==> config.mk <==
export PLATFORM = sky130hd
export DESIGN_NAME = lux_window_irq
export DESIGN_NICKNAME = d
export VERILOG_FILES = /design/src/rtl/lwi_pkg.sv /design/src/rtl/lwi_window_cmp.sv /design/src/rtl/lwi_run_counter.sv /design/src/rtl/lwi_alarm_fsm.sv /design/src/rtl/lux_window_irq.sv
export SDC_FILE = /design/constraint.sdc
export NUM_CORES = 1
export LEC_CHECK = 0
export ABC_CLOCK_PERIOD_IN_PS = 2029
export BUFFER_PORTS_ARGS = -buffer_cell sky130_fd_sc_hd__buf_2
export CORE_MARGIN = 8
export CORE_UTILIZATION = 40
export CTS_BUF_LIST = sky130_fd_sc_hd__clkbuf_8 sky130_fd_sc_hd__clkbuf_16
export CTS_CLUSTER_DIAMETER = 80
export DETAILED_ROUTE_END_ITERATION = 6
export GPL_ROUTABILITY_DRIVEN = 0
export PLACE_DENSITY = 0.77
export SLEW_MARGIN = 20
export SYNTH_ARGS = -nofsm -noshare
export SYNTH_HDL_FRONTEND = slang
export SYNTH_SLANG_ARGS = --single-unit
==> constraint.sdc <==
create_clock -name clk -period 2.03 [get_ports clk]
set_input_delay 0 -clock clk [delete_from_list [all_inputs] [get_ports clk]]
set_output_delay 0 -clock clk [all_outputs]
set_load 0.01 [all_outputs]
==> src/rtl/lwi_pkg.sv <==
package lwi_pkg;

    typedef enum logic [0:0] {
        LT_IDLE  = 1'b0,
        LT_FIRED = 1'b1
    } latch_state_t;

    typedef enum logic [1:0] {
        PS_LEN_A = 2'b00,
        PS_LEN_B = 2'b01,
        PS_LEN_C = 2'b10,
        PS_LEN_D = 2'b11
    } persist_code_t;

endpackage

==> src/rtl/lwi_window_cmp.sv <==
module lwi_window_cmp #(
    parameter int DATA_W = 16
) (
    input  logic [DATA_W-1:0] sample,
    input  logic [DATA_W-1:0] floor_lvl,
    input  logic [DATA_W-1:0] ceil_lvl,
    output logic              outside
);
    logic at_or_below;
    logic at_or_above;

    always_comb begin
        at_or_below = (sample <= floor_lvl);
        at_or_above = (sample >= ceil_lvl);
        outside     = at_or_below | at_or_above;
    end
endmodule

==> src/rtl/lwi_run_counter.sv <==
module lwi_run_counter
    import lwi_pkg::*;
#(
    parameter int LEN_A = 1,
    parameter int LEN_B = 4,
    parameter int LEN_C = 8,
    parameter int LEN_D = 16,
    parameter int CNT_W = $clog2(LEN_D + 1)
) (
    input  logic       clk,
    input  logic       rst_n,
    input  logic       strobe,
    input  logic       outside,
    input  logic [1:0] sel,
    output logic       hit
);
    logic [1:0]       sel_q;
    logic             sel_chg;
    logic [CNT_W-1:0] run_q;
    logic [CNT_W-1:0] run_d;
    logic [CNT_W-1:0] target;
    logic [CNT_W:0]   run_plus;

    always_comb begin
        unique case (persist_code_t'(sel_q))
            PS_LEN_A: target = CNT_W'(LEN_A);
            PS_LEN_B: target = CNT_W'(LEN_B);
            PS_LEN_C: target = CNT_W'(LEN_C);
            PS_LEN_D: target = CNT_W'(LEN_D);
            default:  target = CNT_W'(LEN_A);
        endcase
    end

    always_comb begin
        sel_chg  = (sel != sel_q);
        run_plus = {1'b0, run_q} + (CNT_W+1)'(1);
        hit      = strobe && outside && !sel_chg && (run_plus >= {1'b0, target});
    end

    always_comb begin
        run_d = run_q;
        if (sel_chg) begin
            run_d = '0;
        end else if (strobe) begin
            if (!outside) begin
                run_d = '0;
            end else if (run_plus >= {1'b0, target}) begin
                run_d = target;
            end else begin
                run_d = run_plus[CNT_W-1:0];
            end
        end
    end

    always_ff @(posedge clk or negedge rst_n) begin
        if (!rst_n) begin
            sel_q <= 2'b00;
            run_q <= '0;
        end else begin
            sel_q <= sel;
            run_q <= run_d;
        end
    end
endmodule

==> src/rtl/lwi_alarm_fsm.sv <==
module lwi_alarm_fsm
    import lwi_pkg::*;
(
    input  logic clk,
    input  logic rst_n,
    input  logic hit,
    input  logic clear,
    output logic status,
    output logic pull_en
);
    latch_state_t state_q;
    latch_state_t state_d;

    always_comb begin
        state_d = state_q;
        unique case (state_q)
            LT_IDLE:  if (hit) state_d = LT_FIRED;
            LT_FIRED: if (clear && !hit) state_d = LT_IDLE;
            default:  state_d = LT_IDLE;
        endcase
    end

    always_ff @(posedge clk or negedge rst_n) begin
        if (!rst_n) state_q <= LT_IDLE;
        else        state_q <= state_d;
    end

    always_comb begin
        status  = 1'b0;
        pull_en = 1'b0;
        unique case (state_q)
            LT_IDLE: begin
                status  = 1'b0;
                pull_en = 1'b0;
            end
            LT_FIRED: begin
                status  = 1'b1;
                pull_en = 1'b1;
            end
            default: begin
                status  = 1'b0;
                pull_en = 1'b0;
            end
        endcase
    end
endmodule

==> src/rtl/lux_window_irq.sv <==
module lux_window_irq #(
    parameter int DATA_W = 16,
    parameter int LEN_A  = 1,
    parameter int LEN_B  = 4,
    parameter int LEN_C  = 8,
    parameter int LEN_D  = 16
) (
    input  logic              clk,
    input  logic              rst_n,
    input  logic              conv_done,
    input  logic [DATA_W-1:0] conv_data,
    input  logic [DATA_W-1:0] thr_low,
    input  logic [DATA_W-1:0] thr_high,
    input  logic [1:0]        persist_sel,
    input  logic              status_clear,
    output logic              irq_status,
    output logic              irq_pull_en
);
    localparam int CNT_W = $clog2(LEN_D + 1);

    logic outside;
    logic hit;

    lwi_window_cmp #(.DATA_W(DATA_W)) u_cmp (
        .sample    (conv_data),
        .floor_lvl (thr_low),
        .ceil_lvl  (thr_high),
        .outside   (outside)
    );

    lwi_run_counter #(
        .LEN_A (LEN_A),
        .LEN_B (LEN_B),
        .LEN_C (LEN_C),
        .LEN_D (LEN_D),
        .CNT_W (CNT_W)
    ) u_run (
        .clk     (clk),
        .rst_n   (rst_n),
        .strobe  (conv_done),
        .outside (outside),
        .sel     (persist_sel),
        .hit     (hit)
    );

    lwi_alarm_fsm u_fsm (
        .clk     (clk),
        .rst_n   (rst_n),
        .hit     (hit),
        .clear   (status_clear),
        .status  (irq_status),
        .pull_en (irq_pull_en)
    );
endmodule

Yosys cells after proc, flatten, opt, wreduce, memory -nomap -nowiden
Index checks and enable logic that the tools add are counted.
Word-level totals
  register bits after elaboration: 8
  bits of input ports: 54
  output and inout port bits: 2
  logic and storage cells: 30
Cells by class
  $add $sub $neg: 1
  $lt $le $gt $ge: 3
  eq/ne operators: 4
  mux-type cells: 9
  bitwise logic cells: 2
  reductions and logical operators: 8
Operator list (count)
  two-way mux 5 bit: 4
  one-hot mux 5 bit (4 select lines): 1
  greater-or-equal comparator 16 bit: 1
  <= comparator 16 bit: 1
  adder 5 x 1 -> 6 bit, second input constant: 1
  greater-or-equal comparator 6 x 5 -> 1 bit: 1
  == test 2 bit, second input constant: 2
  logical AND 1 bit: 4
  one-hot mux 1 bit (2 select lines): 2
  == test 2 x 1 -> 1 bit, second input constant: 1
  logical NOT 1 bit: 2
  logical NOT 2 bit: 1
  two-way mux 1 bit: 2
  != test 2 bit: 1
  nonzero test 2 bit: 1
  inverter 1 bit: 1
  bitwise OR 1 bit: 1

Longest topological paths before layout
Gate-level depths: netlist of run 1.
  word-level depth: 9
  gate-level depth with buffers: 10
  mapped depth without buffers: 10

By module
Synthesis of run 1 repeated with hierarchy kept, for this count alone.
Unflattened totals
  cells, all modules: 159
  area total of the unflattened synthesis: 1327.5 um^2
By module, submodules not included
  lwi_window_cmp: times used 1, cells an instance 109, area an instance 774.5 um^2, seq. area each 0.0 um^2
  lwi_run_counter: times used 1, cells an instance 46, area an instance 509.2 um^2, seq. area each 175.2 um^2
  lwi_alarm_fsm: times used 1, cells an instance 4, area an instance 43.8 um^2, seq. area each 25.0 um^2

Worst setup path after synthesis of run 1
OpenSTA, ideal clock, no wires.
  kind: flip-flop to flip-flop
  from: reg u_run.run_q[0]
  to: reg u_run.run_q[0]
  library setup time: 0.121 ns
  arrival: 1.940 ns
  path slack: -0.031 ns
  stages on the path, launching flop included: 10
  cell sequence: dfrtp_1 -> ha_1 -> xor2_1 -> ha_1 -> nor4b_1 -> nor2_1 -> a21oi_2 -> nand2b_1 -> o21ai_0 -> a22o_1
Between the ends
  word-level cells in the longest chain between the ends: 6
RTL lines
  start: declaration: line lwi_run_counter.sv:19  | logic [CNT_W-1:0] run_q;
  start signal: assignment: line lwi_run_counter.sv:61  | run_q <= run_d;
  adder 5 x 1 -> 6 bit (*): line lwi_run_counter.sv:36  | run_plus = {1'b0, run_q} + (CNT_W+1)'(1);
  greater-or-equal comparator 6 x 5 -> 1 bit: line lwi_run_counter.sv:47  | end else if (run_plus >= {1'b0, target}) begin
  two-way mux 5 bit (*): line lwi_run_counter.sv:47
  two-way mux 5 bit (*): line lwi_run_counter.sv:45  | if (!outside) begin
  two-way mux 5 bit (*): line lwi_run_counter.sv:44  | end else if (strobe) begin
  two-way mux 5 bit (*): line lwi_run_counter.sv:42  | if (sel_chg) begin
Every way passes the cells marked *; elsewhere a longest branch is shown, timed or not. The select of a mux whose other input is x is not followed.
A chain may end at the register's enable or synchronous reset.

Worst setup path in the final report of run 1
  from: reg u_run.run_q[1]
  to: reg u_run.run_q[3]
The elaborated chain is that of the path after synthesis.

==> results of run 1 <==
## final cells by class
| type | count | area, um^2 |
|---|---|---|
| sequential | 8 | 201 |
| tap | 44 | 55.1 |
| timing repair buffer | 64 | 350 |
| multi-input combinational | 119 | 1020 |
| inverter | 35 | 131 |
| fill | 301 | 1280 |
| clock buffer | 3 | 41.3 |
## layer usage
metal  track usage, %  wire length, um  up-vias
met5                0                0        -
met4             3.11               36        0
met3             4.40              247        4
met2             21.5             1530       42
met1             14.1             1360      583
li1                 -                -      699
## worst paths after layout
| path | start | endpoint | slack (ns) |
|---|---|---|---|
| max in group asynchronous | rst_n | u_run.run_q[2] | 1.71 |
| worst min register to register | u_fsm.state_q | u_fsm.state_q | 0.52 |
| worst max register to register | u_run.run_q[1] | u_run.run_q[3] | 0.005 |
| worst min-delay path | status_clear | u_fsm.state_q | 0.06 |
| worst max-delay path | u_run.run_q[1] | u_run.run_q[3] | 0.005 |
| min in group asynchronous | rst_n | u_run.run_q[4] | 0.14 |
## critical path: cells and delay by family (launching register included)
kind,cells,cell delay [ns]
fa+ha+maj,2,0.51
flops,1,0.39
buf+inv,1,0.16
xor+xnor,1,0.15
compound gates,5,0.61
simple gates,1,0.08
## sequential cells by signal, indices dropped and copies added (netlist names)
name / flops
u_fsm.state_q: 1
u_run.sel_q: 2
u_run.run_q: 5
## cell usage in the layout, fill, tap and decap left out, types with 3 or more instances in the layout
master	netlist	final
sky130_fd_sc_hd__dlygate4sd3_1	0	3
sky130_fd_sc_hd__nand4_1	3	3
sky130_fd_sc_hd__nand2_1	15	15
sky130_fd_sc_hd__buf_2	0	55
sky130_fd_sc_hd__nor2_1	8	8
sky130_fd_sc_hd__a21oi_2	2	3
sky130_fd_sc_hd__ha_1	37	35
sky130_fd_sc_hd__inv_1	35	34
sky130_fd_sc_hd__nand2b_1	4	4
sky130_fd_sc_hd__dfrtp_1	8	7
sky130_fd_sc_hd__xnor2_1	4	3
sky130_fd_sc_hd__buf_4	1	6
sky130_fd_sc_hd__nand3_1	5	3
sky130_fd_sc_hd__clkbuf_8	0	3
sky130_fd_sc_hd__o21ai_1	1	3
sky130_fd_sc_hd__a22o_1	5	5
sky130_fd_sc_hd__o21ai_0	9	5
sky130_fd_sc_hd__a21oi_1	12	11
## power breakdown
part           internal, W  switching [W]
clock network     0.000128      0.0000614
registers         0.000166     0.00000723
logic             0.000141       0.000135
## stage by stage
| stage | instance area [um^2] | hold slack [ns] | utilization (%) | TNS (ns) | total power, W |
|---|---|---|---|---|---|
| global route | 1800 | 0.0755 | 58.5 | -0.374 | 0.000700 |
| CTS | 1760 | 0.0558 | 57.0 | 0 | 0.000639 |
| global placement | 1650 | -0.150 | 53.6 | -0.0244 | 0.000421 |
| finish | 1800 | 0.0584 | 58.5 | 0 | 0.000639 |
| detailed placement | 1650 | -0.143 | 53.6 | -0.258 | 0.000427 |
| floorplan | 1300 | -0.296 | - | 0 | 0.000328 |
## kinds of logic after synthesis
logic type | after synthesis | share of synthesized area [%]
AO/OA/AOI/OAI | 40 | 21.1
XOR/XNOR | 5 | 3.38
adder cells (fa/ha/maj) | 37 | 35.7
buffers and inverters | 36 | 10.7
flip-flops | 8 | 15.5
AND/OR/NAND/NOR | 37 | 13.6
## what timing repair did
action	CTS	global route
setup buffers	3	0
hold buffers	3	0
pin swaps	0	7
hold endpoints to repair	10	0
setup endpoints to repair	5	6
gates resized for setup	3	13
==> impl.org, run 1 <==
** Placed design
- Input and output buffers added on the ports amount to 55.
- Before CTS, the worst setup slack after placement is -0.133 ns.
- HPWL reported at the end of detailed placement :: 2830 um
- Cell total after placement :: between 200 and 300

** CTS
- TritonCTS built the clock tree.
- Clock sinks :: 8
- H-tree depth :: 1
- Master cell of the clock root buffer :: sky130_fd_sc_hd__clkbuf_8
- Clock-pin slew was measured on the worst setup and hold paths at 0.04 ns.
- Number of CTS-inserted buffers :: 3
- For the worst-skew pair, the clock arrives at the later sink with an insertion delay of 0.23 ns.
- Maximum buffer depth of the clock tree :: 2

** Logic synthesis
- Post-Synthesis Mean Instance Area :: 7.94 um^2
- Synthesis produced about 160 cells.
- Primary FF master, synth :: sky130_fd_sc_hd__dfrtp_1
- The cell area that synthesis handed to floorplanning was 1290 um^2.
- By area the synthesized netlist is led by sky130_fd_sc_hd__ha_1, sky130_fd_sc_hd__dfrtp_1, sky130_fd_sc_hd__inv_1.
- Area share of the leading cell type in the synthesized netlist :: 35.7%
- The number of nets handed over by synthesis was 254.
- Sequential share of the synthesized area :: between 10% and 20%
- Async set-or-reset flop fraction in the synthesized netlist :: 100%
- Cell types with the highest counts after synthesis :: sky130_fd_sc_hd__ha_1, sky130_fd_sc_hd__inv_1, sky130_fd_sc_hd__nand2_1
- Dominant cell type by area after synthesis :: sky130_fd_sc_hd__ha_1
- Synthesized flop and latch total :: 8
- Counting flops with a built-in enable in the synthesized netlist gives 0.
- After synthesis, the netlist uses 27 different library cells.
- Cell with the most instances after synthesis :: sky130_fd_sc_hd__ha_1
- Count of yosys warnings during synthesis :: 0

** Worst setup path
- Max Fanout on Critical Path :: 5
- The worst register-to-register path has a depth of 10.
- By startpoint and endpoint, the worst setup path is classified as register to register.
- For the worst setup path, the data required time is between 2 and 2.5 ns.
- Data arrival time of the critical path :: 2.14 ns
- Highest-delay cell along the critical path :: sky130_fd_sc_hd__dfrtp_1
- List of cells traversed by the critical path :: ha_4 > nand3_4 > xnor2_2 > ha_1 > a21oi_2 > o21ai_1 > a21oi_2 > buf_4 > o21ai_1 > a22o_1
- For this run, the slowest stage of the critical path takes 0.39 ns.
- STA classifies the critical path startpoint as a register.
- Capturing element type of the critical path :: register

** Cells and area
- For this run, the number of standard cells in the final layout without fillers is between 200 and 300.
- Number of inserted diodes :: 0
- Cells with a size suffix above 1 make up 35.4% of the layout.
- Net total in the final layout :: 322
- Area delta synth->final :: 39.0%

** Routing
- In the final routed layout, each cell accounts on average for around 12 um.
- Remaining routing DRC violations :: 0
- In this run, the number of DRC markers left after iteration 0 of detailed routing was 31.
- Via density :: a little under 5
- Vias post-DR :: 1328
- Number of routed nets with antenna violations :: 0
- Before antenna repair, the detailed router went through 4 iterations.
- Routed wire length :: between 3000 and 4000 um

** Die
- Row generation in the floorplan step produced 20 rows.
- Placeable core region :: ~3100 um^2
- Die W :: approximately 73 um
- For this configuration, the core starts out at a cell density of between 40% and 50%.
- Area of the die :: around 5300 um^2
- Number of top-level design ports :: 56
- The floorplan step set the die height to 72.9 um.

** STA
- The worst path needs 2.02 ns of the cycle, external delays included.
- Rel. slew slack :: about three quarters
- Across the routed clock network, the largest skew measured is 0.000180 ns.
- Hold Fails Final Rpt :: 0
- Based on the critical path, the design can be clocked at up to roughly 0.5 GHz.
- The number of max-slew violations in the final report is 0.
- For the pin with the worst max-slew slack, the measured transition is between 0.3 and 0.4 ns.
- Total of endpoints with negative setup slack in the final report :: 0
- Setup repair after global routing could not meet its margin everywhere.
- Minimum setup slack in the final design :: about 0.0051 ns
- Period utilisation layout :: 99.8%

** Global route
- Leftover overflow at the end of global routing :: 0
- All-Layer GR Usage :: between 10% and 20%
- Wire length of the first global-routing pass :: about 5500 um
- Antenna violations before repair :: 0
- Entering global routing, the biggest net connects 9 pins.
- The via count of the first global-routing pass came to roughly 1.4k.

** Run status
- The flow ran to the end, and the final reports show no timing, DRC or antenna violations.

** Hold path
- Hold Crit Class :: input pin to register
- The worst hold path passes through 3 cells.

** Pwr
- IR analysis of the VDD net gives a maximum drop of 165 uV.
- Dividing total power by cell area gives a power density of roughly 350 nW/um^2.
- For this design the static power due to leakage is 1.04 nW.

** Flow run
- Max-cap violations :: 0
No activity file was read; power rests on OpenSTA's default activity.
==> run 2, diff against run 1 <==
SETUP_SLACK_MARGIN = 0.15   (was not set)
==> impl.org, run 2 (synthesis gave the netlist of run 1 again) <==
** Run status
- The flow ran to the end, but the final reports show violations.
- Violated checks :: negative setup slack

** Pwr
- The analysis attributes to cell leakage a power of 1.05 nW.
- Across the VDD grid, the largest voltage drop is around 150 uV.
- Power spread over the standard cell area amounts to 352 nW/um^2.
- Overall Power :: between 0.0006 and 0.0007 W

** Worst setup path
- Startpoint kind of the worst setup timing path :: register
- For flop-to-flop paths, the worst setup slack is -0.02 ns.
- The critical path goes through ha_4 > nand3_4 > xnor2_2 > ha_1 > a21oi_1 > o21ai_1 > a21oi_2 > buf_4 > o21ai_1 > a22o_1.
- Data arrival time of the critical path :: around 2.2 ns
- In this design, the stage delay of the slowest critical-path cell is about 0.39 ns.
- Required arrival time at the worst endpoint :: about 2.1 ns
- Highest-delay cell along the critical path :: sky130_fd_sc_hd__dfrtp_1
- The worst register-to-register path begins at u_run.run_q[1].
- Critical path class :: register to register
- Capturing element type of the critical path :: register
- Capture instance of the worst register-to-register path :: u_run.run_q[2]
- Along the worst path, the maximum fanout reaches 5.
- Worst-case reg-to-reg path depth :: 10
- Most used cell, CP :: sky130_fd_sc_hd__o21ai_1

** Cells and area
- Share of final-layout standard cells stronger than drive strength 1 :: 35.7%
- The multi-input combinational cells in the finished layout cover a total of around 1000 um^2.
- Largest register by flop count :: u_run.run_q
- For this run, the number of standard cells in the final layout without fillers is 274.
- Net total in the final layout :: roughly 320
- Area delta synth->final :: 40.8%
- The number of antenna diodes in the final layout is 0.
- Number of fill cells :: 296
- Measured on the finished design, the core utilization comes to between 50 and 60%.
- After routing the design area is about 1800 um^2.
- Leading registers by flop count :: u_run.run_q: 5 flops, u_run.sel_q: 2 flops, u_fsm.state_q: 1 flops
- Flip-flop count of the largest register, all copies and words added :: 5
- Sequential standard cell area :: between 200 and 250 um^2
- Most frequent cells in the layout :: sky130_fd_sc_hd__buf_2, sky130_fd_sc_hd__ha_1, sky130_fd_sc_hd__inv_1, sky130_fd_sc_hd__nand2_1, sky130_fd_sc_hd__a21oi_1
- Most frequent standard cell in the layout excluding fill and tap cells :: sky130_fd_sc_hd__buf_2

** STA
- Hold Fails Final Rpt :: 0
- Setup tns final :: -0.0152 ns
- The worst pin sits at a relative slew slack of between 70% and 80%.
- In the finished design, the share of the clock period the worst path needs comes to 101%.
- Across the routed clock network, the largest skew measured is 0.00152 ns.
- The number of max-slew violations in the final report was 0.
- Max frequency :: between 0.4 and 0.5 GHz
- Setup violations remaining at the end of the flow were counted as 1.
- Setup repair after global routing could not meet its margin everywhere.
- At the pin with the least slew margin, the transition time is around 0.38 ns.
- After layout, the minimum clock period comes to 2.05 ns.
- In the post-route analysis, the smallest setup slack over all paths is -0.0152 ns.

** CTS
- In this run the clock root is driven by a sky130_fd_sc_hd__clkbuf_8.
- Worst-path clk slew :: approximately 0.040 ns
- H-tree depth :: 1
- The later pin in the worst-skew pair is clocked with a latency of 0.23 ns.
- Number of CTS-inserted buffers :: 3
- TritonCTS built the clock tree.
- Clock sinks :: 8
- Maximum buffer depth of the clock tree :: 2

** Routing
- For this block, the initial DRC count from the detailed router was 17.
- In the final routed layout, each cell accounts on average for 11.7 um.
- Detailed routing inserted a total of approximately 1.3k vias.
- In this run the remaining antenna-violating nets after routing total 0.
- For this run, design rule violations remaining after detail routing come to 0.
- Routed wire length :: between 3000 and 4000 um
- Via density :: approximately 4.8
- Number of detailed-route iterations in the first pass :: 4

** Flow run
- Across the run, the number of max-cap violations was 0.

** Hold path
- Counting instances, the worst hold path has a depth of 3.
- Hold Crit Class :: input pin to register
- The worst hold path begins at status_clear.
- The worst hold path terminates at u_fsm.state_q.

** Global route
- The first global-routing pass estimated slightly below 6000 um of wire.
- The via count of the first global-routing pass was 1447.
- Maximum number of pins on one net before global-route repair :: 9
- Antenna violations before repair :: 0
- After global routing the overflow that remains totals 0.
- For this run, the total global-route usage over all layers was measured as between 10% and 20%.

** Die
- The die is between 70 and 80 um wide.
- In this run the count of I/O pins placed on the die edge is 56.
- Die outline height :: around 73 um
- In this run the core area contains 20 standard-cell rows.
- The die covers 5310 um^2.
- Initial Util :: between 40% and 50%
- The region available for standard cell placement spans between 3000 and 4000 um^2.

** Placed design
- The wire-length estimate of the detail-placed layout is roughly 2900 um.
- Once placement completed, the tool counted placed cells totaling 265.
- The placed instances occupy a cell area of between 1500 and 2000 um^2.
- Port buffering added 55 buffers.
run 2: per-layer routing:
metal | share of wire, % | track usage, % | up-vias
met5 | 0 | 0 | -
met4 | 0.84 | 3.33 | 0
met3 | 6.6 | 4.40 | 4
met2 | 50 | 23.1 | 37
met1 | 43 | 15.5 | 566
li1 | - | - | 700
run 2: how the worst max path moves through the flow:
stage	to	from
global route	u_run.run_q[2]	u_run.run_q[1]
global placement	u_run.run_q[0]	u_run.run_q[1]
CTS	u_run.run_q[2]	u_run.run_q[1]
detailed placement	u_run.run_q[2]	u_run.run_q[1]
finish	u_run.run_q[2]	u_run.run_q[1]
floorplan	u_run.run_q[0]	u_run.run_q[0]
run 2: where the power goes:
part | internal [W] | switching [W]
Sequential | 0.000166 | 0.00000782
Clock | 0.000128 | 0.0000595
Combinational | 0.000144 | 0.000135
Total | 0.000438 | 0.000202
run 2: stage by stage:
stage,hold WS [ns],worst slack [ns]
floorplan,-0.296,0.0231
global placement,-0.148,-0.0181
detailed placement,-0.146,-0.115
finish,0.0627,-0.0152
global route,0.0690,-0.133
CTS,0.0598,0.00482
run 2: critical path, delay by kind of cell (launching register included):
kind | cells | cell delay (ns)
AND/OR/NAND/NOR | 1 | 0.09
flip-flops | 1 | 0.39
XOR/XNOR | 1 | 0.15
AO/OA/AOI/OAI | 5 | 0.64
adder cells (fa/ha/maj) | 2 | 0.49
buffers and inverters | 1 | 0.17
run 2: layout make-up:
| class | instances | area share [%] |
|---|---|---|
| clock buffer | 3 | 2.26 |
| inverter | 35 | 7.21 |
| multi-input combinational | 119 | 56.8 |
| sequential | 8 | 11.1 |
| tap | 44 | 3.02 |
| timing repair buffer | 65 | 19.6 |
run 2: what timing repair did:
item | in CTS | in global routing
endpoints found under the setup margin | 6 | 6
buffers inserted | 2 | 1
pin swaps | 4 | 2
gates resized for setup | 10 | 4
hold endpoints to repair | 10 | 0
hold buffers | 3 | 0
